<file path="src/rtl/smp_sched_pkg.sv">
package smp_sched_pkg;

    typedef enum logic [1:0] {
        PH_IDLE  = 2'd0,
        PH_SLEEP = 2'd1,
        PH_AWAKE = 2'd2
    } phase_e;

    // Bits needed to hold the values 0 .. n-1
    function automatic int unsigned cnt_width(input int unsigned n);
        return (n < 2) ? 1 : $clog2(n);
    endfunction

    function automatic int unsigned max3(input int unsigned a,
                                         input int unsigned b,
                                         input int unsigned c);
        int unsigned m;
        m = (a > b) ? a : b;
        return (m > c) ? m : c;
    endfunction

endpackage

</file>
<file path="src/rtl/smp_return_timer.sv">
module smp_return_timer
    import smp_sched_pkg::*;
#(
    parameter int unsigned TIMEOUT_CYC = 1000
) (
    input  logic clk,
    input  logic rst,
    input  logic en,
    input  logic chg,
    output logic fast,
    output logic expire,
    output logic fast_nxt
);
    localparam int unsigned RW = cnt_width(TIMEOUT_CYC);
    localparam logic [RW-1:0] RELOAD = RW'(TIMEOUT_CYC - 1);

    logic [RW-1:0] remain;
    logic          fast_q;

    // expiry is blocked by a change pulse in the same cycle
    assign expire   = en && fast_q && (remain == '0) && !chg;
    assign fast_nxt = en && (chg || (fast_q && !expire));
    assign fast     = fast_q;

    always_ff @(posedge clk) begin
        if (rst || !en) begin
            fast_q <= 1'b0;
            remain <= '0;
        end else if (chg) begin
            fast_q <= 1'b1;
            remain <= RELOAD;
        end else if (fast_q) begin
            if (remain == '0) fast_q <= 1'b0;
            else              remain <= remain - 1'b1;
        end
    end

endmodule

</file>
<file path="src/rtl/smp_window_timer.sv">
module smp_window_timer
    import smp_sched_pkg::*;
#(
    parameter int unsigned AWAKE_CYC      = 4,
    parameter int unsigned SLOW_SLEEP_CYC = 100,
    parameter int unsigned FAST_SLEEP_CYC = 32
) (
    input  logic clk,
    input  logic rst,
    input  logic en,
    input  logic fast_nxt,
    input  logic expire,
    output logic awake,
    output logic done
);
    localparam int unsigned CW = cnt_width(max3(AWAKE_CYC, SLOW_SLEEP_CYC, FAST_SLEEP_CYC));
    localparam logic [CW-1:0] LD_AWAKE = CW'(AWAKE_CYC - 1);
    localparam logic [CW-1:0] LD_SLOW  = CW'(SLOW_SLEEP_CYC - 1);
    localparam logic [CW-1:0] LD_FAST  = CW'(FAST_SLEEP_CYC - 1);

    phase_e        ph;
    logic [CW-1:0] cnt;

    assign awake = (ph == PH_AWAKE);
    assign done  = awake && (cnt == '0);

    always_ff @(posedge clk) begin
        if (rst || !en) begin
            ph  <= PH_IDLE;
            cnt <= LD_SLOW;
        end else begin
            case (ph)
                PH_IDLE: ph <= PH_SLEEP;
                PH_SLEEP: begin
                    if (expire) begin
                        cnt <= LD_SLOW;
                    end else if (cnt == '0) begin
                        ph  <= PH_AWAKE;
                        cnt <= LD_AWAKE;
                    end else begin
                        cnt <= cnt - 1'b1;
                    end
                end
                PH_AWAKE: begin
                    if (cnt == '0) begin
                        ph  <= PH_SLEEP;
                        cnt <= fast_nxt ? LD_FAST : LD_SLOW;
                    end else begin
                        cnt <= cnt - 1'b1;
                    end
                end
                default: ph <= PH_IDLE;
            endcase
        end
    end

endmodule

</file>
<file path="src/rtl/smp_rate_sched.sv">
module smp_rate_sched
    import smp_sched_pkg::*;
#(
    parameter int unsigned AWAKE_CYC       = 5000,
    parameter int unsigned SLOW_PERIOD_CYC = 5600000,
    parameter int unsigned FAST_MULT       = 8,
    parameter int unsigned TIMEOUT_PERIODS = 100
) (
    input  logic clk,
    input  logic rst,
    input  logic sched_en,
    input  logic out_changed,
    output logic awake,
    output logic fast_rate,
    output logic window_end
);
    localparam int unsigned SLOW_SLEEP_CYC = SLOW_PERIOD_CYC - AWAKE_CYC;
    localparam int unsigned FAST_SLEEP_CYC = FAST_MULT * AWAKE_CYC;
    localparam int unsigned TIMEOUT_CYC    = TIMEOUT_PERIODS * SLOW_PERIOD_CYC;

    logic expire;
    logic fast_nxt;

    smp_return_timer #(
        .TIMEOUT_CYC (TIMEOUT_CYC)
    ) u_ret (
        .clk      (clk),
        .rst      (rst),
        .en       (sched_en),
        .chg      (out_changed),
        .fast     (fast_rate),
        .expire   (expire),
        .fast_nxt (fast_nxt)
    );

    smp_window_timer #(
        .AWAKE_CYC      (AWAKE_CYC),
        .SLOW_SLEEP_CYC (SLOW_SLEEP_CYC),
        .FAST_SLEEP_CYC (FAST_SLEEP_CYC)
    ) u_win (
        .clk      (clk),
        .rst      (rst),
        .en       (sched_en),
        .fast_nxt (fast_nxt),
        .expire   (expire),
        .awake    (awake),
        .done     (window_end)
    );

endmodule

</file>
<file path="config.mk">
export PLATFORM = sky130hd
export DESIGN_NAME = smp_rate_sched
export DESIGN_NICKNAME = d
export VERILOG_FILES = /design/src/rtl/smp_sched_pkg.sv /design/src/rtl/smp_return_timer.sv /design/src/rtl/smp_window_timer.sv /design/src/rtl/smp_rate_sched.sv
export SDC_FILE = /design/constraint.sdc
export NUM_CORES = 1
export LEC_CHECK = 0
export ABC_AREA = 0
export BUFFER_PORTS_ARGS = -buffer_cell sky130_fd_sc_hd__clkbuf_2
export CAP_MARGIN = 20
export CORE_MARGIN = 2
export CORE_UTILIZATION = 55
export DETAILED_ROUTE_END_ITERATION = 7
export PLACE_DENSITY = 0.71
export RECOVER_POWER = 25
export REMOVE_ABC_BUFFERS = 1
export SETUP_SLACK_MARGIN = 0.05
export SKIP_LAST_GASP = 1
export SLEW_MARGIN = 20
export SYNTH_ARGS = -nofsm -noshare
export SYNTH_HDL_FRONTEND = slang
export SYNTH_SLANG_ARGS = --single-unit
</file>
<file path="constraint.sdc">
create_clock -name clk -period 5 [get_ports clk]
set_input_delay 0.75 -clock clk [delete_from_list [all_inputs] [get_ports clk]]
set_output_delay 0.75 -clock clk [all_outputs]
set_load 0.05 [all_outputs]
</file>
# --- Yosys cells after proc, flatten, opt, wreduce, memory -nomap -nowiden ---
# Index checks and enable logic that the tools add are counted.
totals:
  register_bits: 56
  in_bits: 4
  output_inout_bits: 3
  wordCells: 49
op_classes:
  add_sub_neg: 2
  eq_ne: 6
  n_mux: 15
  n_bitwise: 1
  reduce_logical: 20
ops:
  columns: ["operator", "n"]
  rows:
  - ["two-way mux 23 bit", 4]
  - ["two-way mux 30 bit", 3]
  - ["one-hot mux 23 bit (2 select lines)", 1]
  - ["zero test 30 bit", 1]
  - ["subtractor 30 x 1 -> 30 bit, second input constant", 1]
  - ["zero test 23 bit", 1]
  - ["subtractor 23 x 1 -> 23 bit, second input constant", 1]
  - ["logical AND 1 bit", 6]
  - ["two-way mux 2 bit", 3]
  - ["!= test 2 bit, second input constant", 3]
  - ["one-hot mux 2 bit (3 select lines)", 1]
  - ["AND reduction 2 bit", 2]
  - ["nonzero test 2 bit", 2]
  - ["zero test 1 bit", 3]
  - ["two-way mux 1 bit", 3]
  - ["AND reduction 3 bit", 1]
  - ["equality test 2 x 1 -> 1 bit, second input constant", 1]
  - ["equality test 2 bit, second input constant", 1]
  - ["zero test 2 bit", 1]
  - ["logical OR 1 bit", 2]
  - ["!= test 2 x 1 -> 1 bit, second input constant", 1]
  - ["OR reduction 2 bit", 1]
  - ["inverter 1 bit", 1]

# --- Longest topological paths before layout ---
logic_depth:
  depth_word: 10
  depth_mapped: 9
  mapped_depth_nobuf: 8

# --- By module ---
# Synthesis repeated with hierarchy kept, for this count alone.
unflattened:
  hier_cells: 403
  hier_area_um2: 3305.7
modules_own_cells:
  columns: ["module", "instances", "cells_per_inst", "area_per_inst_um2", "seq_area_each_um2"]
  rows:
  - ["smp_return_timer", 1, 213, 1754.2, 620.6]
  - ["smp_window_timer", 1, 190, 1551.5, 500.5]

# --- Worst setup path after synthesis ---
# No wires, ideal clock.
synth_timing:
  path_kind: "flip-flop to output port"
  from: "register u_win.cnt[11]"
  to: "output port window_end"
  t_arrival_ps: 1724
  required_time_ps: 4250
  slack_ps: 2526
  path_stages_with_launch: 7
  path_buffers: 1
  cell_sequence: "dfxtp_1 > or4_4 > nor3_4 > and4_1 > buf_6 > nand2_1 > inv_1"
synth_between:
  elab_chain_cells: 2
synth_rtl:
  columns: ["element", "line_no", "source"]
  rows:
  - ["from (decl)", "smp_window_timer.sv:22", "logic [CW-1:0] cnt;"]
  - ["from (signal assigned)", "smp_window_timer.sv:41", "cnt <= cnt - 1'b1;"]
  - ["from (signal assigned)", "smp_window_timer.sv:47", "cnt <= fast_nxt ? LD_FAST : LD_SLOW;"]
  - ["from (signal assigned)", "smp_window_timer.sv:49", "cnt <= cnt - 1'b1;"]
  - ["zero test 23 bit", "smp_window_timer.sv:25", "assign done = awake && (cnt == '0);"]
  - ["logical AND 1 bit", "smp_window_timer.sv:25", null]
  - ["to (decl)", "smp_rate_sched.sv:15", "output logic window_end"]
# No other way between the ends.

# --- Final worst setup path ---
layout_timing:
  from: "register u_ret.remain[16]"
  to: "register u_win.cnt[20]"
layout_between:
  elab_chain_cells: 10
  elab_cells_between_ends: 11
  cone_classes: "4 x mux; 7 x reduce/logical"
layout_rtl:
  columns: ["element", "line_no", "source"]
  rows:
  - ["from (decl)", "smp_return_timer.sv:17", "logic [RW-1:0] remain;"]
  - ["from (signal assigned)", "smp_return_timer.sv:34", "else remain <= remain - 1'b1;"]
  - ["zero test 30 bit (*)", "smp_return_timer.sv:21", "assign expire = en && fast_q && (remain == '0) && !chg;"]
  - ["logical AND 1 bit (*) (2 in series)", "smp_return_timer.sv:21", null]
  - ["zero test 1 bit", "smp_return_timer.sv:22", "assign fast_nxt = en && (chg || (fast_q && !expire));"]
  - ["logical AND 1 bit", "smp_return_timer.sv:22", null]
  - ["logical OR 1 bit", "smp_return_timer.sv:22", null]
  - ["logical AND 1 bit", "smp_return_timer.sv:22", null]
  - ["two-way mux 23 bit", "smp_window_timer.sv:47", null]
  - ["two-way mux 23 bit", "smp_window_timer.sv:45", "if (cnt == '0) begin"]
  - ["one-hot mux 23 bit (2 select lines) (*)", "smp_window_timer.sv:32", "case (ph)"]
# Every way passes the cells marked *; elsewhere a longest branch is shown, timed or not.
# A chain may end at the register's enable or synchronous reset.

==> out/results.txt <==
status = completed
drt wl/cell = 14.6 µm
row cnt = 26
switching power total = 0.000215 W
Layout Utilization = 61.4%
fill count = 461
hold_buf cts = 0
post-DP HPWL = 4320 µm
Die Ht = 78.0 µm
die width = 78.0 µm
H-tree Lvls = 2
Synth Area in XOR/XNOR = 10.2%
reg2reg start = u_ret.remain[16]
post-CTS resize count = 0
Netlist Area Pre-Place = 3010 µm²
Num CTS Buffers = 5
largest net degree at the start of global routing = 33
worst-case clock buffer depth = 2
Post-Layout Cell Count = 420
total track usage = 21.5%
Final Setup Violations = 0
CP delay by family, top = compound AO/OA/AOI/OAI gates
CP startpoint kind = flop
antenna violations before repair = 0
post-route ant nets = 0
via/cell ratio = 5.82
drc violations = 0
routed vias = 2445
layout net count = 359
placed cells = 412
Fin Clk Skew = 0.0130 ns
Worst Hold Launch = u_win.ph[1]
share of layout cells above drive strength 1 = 8.00%
Ys Warns = 0
Leak = 1.11 nW
most frequent cells in the layout = 56 x dfxtp_1, 39 x nor2_1, 27 x a21oi_1
Clock Pin Slew Worst Setup and Hold Paths = 0.10 ns
internal power = 0.000736 W
first-pass GRT wire length = 10600 µm
type of the worst setup path = flop to flop
#FFs+latches synth = 56
number of global-route vias before repair = 2300
Antenna Cells = 0
clock share of power = 42.0%
grt total ovfl = 0
largest family of logic cells by synthesized area = simple AND/OR/NAND/NOR gates
Max-Cap Viols = 0
sum of buffers and inverters on the critical path = 0
Tot Pwr = 0.000952 W
Setup Buffers After CTS = 0
Distinct cells, synth = 62
CP Data Required Time = 5.18 ns
initial drt markers = 135
Final min period = 2.94 ns
WL final = 6120 µm
max incr delay on CP = 0.83 ns
Compound-Gate Fraction of Synth Area = 16.1%
Switching Share = 22.6%
Clock Latency Late Sink = 0.31 ns
endpoints failing hold = 0
Worst Hold Class = flop to flop
Post-Synth Adder-Cell Area = 2.49%
Worst Path Arrival = 3.12 ns
CTS tree = done
clock sink count = 56
setup TNS = 0 ns
Port Buffer Count = 6
Comb pwr share = 8.9%
CP endpoint kind = flop
sequential share of power = 49.0%
Mapped Cells = 349
post-synthesis simple-gate area fraction = 30.0%
Initial Utilization = 57.9%
I/O pins = 7
crit path from = u_ret.remain[16]
Tcrit/Tclk final = 58.9%
Async SR Flop Fraction = 0%
final hold slack = 0.502 ns
crit path max fanout = 9
final slew viol count = 0
crit-path cells = nor4_1 > nand4_4 > o21ai_0 > a41o_1 > a21oi_1 > o311ai_0
Post-synth EDFFs = 0
leading cell type in the layout, fill and taps excluded = dfxtp_1
slowest library cell on the worst path = o21ai_0
RSZ-0062 raised after global routing = no
Max-slew headroom = 35.6%
core box area = 5200 µm²
Slew @ Worst Pin = 0.956 ns
fmax = 340 MHz
Peak VDD IR = 0.153 mV
Final GP Congestion = 0.851
Top FF cell, synth = dfxtp_1
pwr dens = 298 nW/µm²
CTS Root Cell = clkbuf_8
die footprint = 6090 µm²
syn_area_per_cell = 8.64 µm²
post-synthesis mux area share = 0%
Seq/Total Area, Yosys = 37.2%
drt first pass iters = 4
area grow syn2layout = 6.02%
[state kept, by name, indices dropped and copies added (netlist names)]
register,flops
u_ret.remain,30
u_win.cnt,23
u_win.ph,2
u_ret.fast,1
[power by group through the flow]
stage / Sequential [W] / Combinational, W / Clock, W
2_1_floorplan: 0.000477 / 0.0000657 / 0
3_3_place_gp: 0.000477 / 0.0000847 / 0
3_5_place_dp: 0.000477 / 0.0000857 / 0
4_1_cts: 0.000467 / 0.0000865 / 0.000408
5_1_grt: 0.000469 / 0.0000950 / 0.000428
6_report: 0.000467 / 0.0000850 / 0.000400
[cell type report]
| class | count | area [µm²] | share of cell area, % |
|---|---|---|---|
| Inverter | 10 | 37.5 | 1.17 |
| Clock inverter | 3 | 90.1 | 2.82 |
| Timing Repair Buffer | 8 | 42.5 | 1.33 |
| Clock buffer | 5 | 68.8 | 2.15 |
| Tap cell | 70 | 87.6 | 2.74 |
| Sequential cell | 56 | 1120 | 35.1 |
| Multi-Input combinational cell | 268 | 1750 | 54.7 |
[metrics by stage]
| stage | instance area [µm²] | setup slack, ns |
|---|---|---|
| after floorplan | 2930 | 2.15 |
| after global placement | 3060 | 2.53 |
| after detailed placement | 3060 | 2.49 |
| after CTS | 3220 | 2.17 |
| after global routing | 3200 | 1.74 |
| final | 3200 | 2.06 |
[final timing paths]
check / endpoint / slack [ns] / cells after the start
hold reg to reg: u_win.ph[1] / 0.50 / 2
hold / removal: u_win.ph[1] / 0.50 / 2
setup / recovery: u_win.cnt[20] / 2.06 / 6
setup reg to reg: u_win.cnt[20] / 2.06 / 6
[cell families after synthesis]
kind of cell	Yosys count
compound gates	73
xor+xnor	35
fa+ha+maj	6
buf+inv	25
flops	56
simple gates	154
[synth_stat cells, types with 5 or more instances]
cell type	n	area, µm²
nor3_1	19	95.1
xor2_1	17	149
nand2_1	24	90.1
xnor2_1	18	158
o21ai_0	6	30.0
clkbuf_1	8	30.0
dfxtp_1	56	1120
nor2_1	39	146
nand3_1	14	70.1
a21oi_1	27	135
nand2b_1	5	31.3
or4_1	6	45.0
ha_1	6	75.1
or3_1	5	31.3
nor4_1	5	31.3
o21ai_1	6	30.0
inv_1	9	33.8
[worst reg2reg max path, stage by stage (launching register included)]
cell      delay, ns
dfxtp_1        0.37
nor4_1         0.74
nand4_4        0.27
o21ai_0        0.83
a41o_1         0.28
a21oi_1        0.14
o311ai_0       0.19
[routing by layer]
layer  part of all wire (%)  GRT usage (%)  vias up
li1                       -              -     1262
met1                     47           28.4     1138
met2                     49           35.3       39
met3                    2.7           3.91        6
met4                    1.2           7.72        0
met5                      0              0        -
Power figures use the tool's default switching activity.
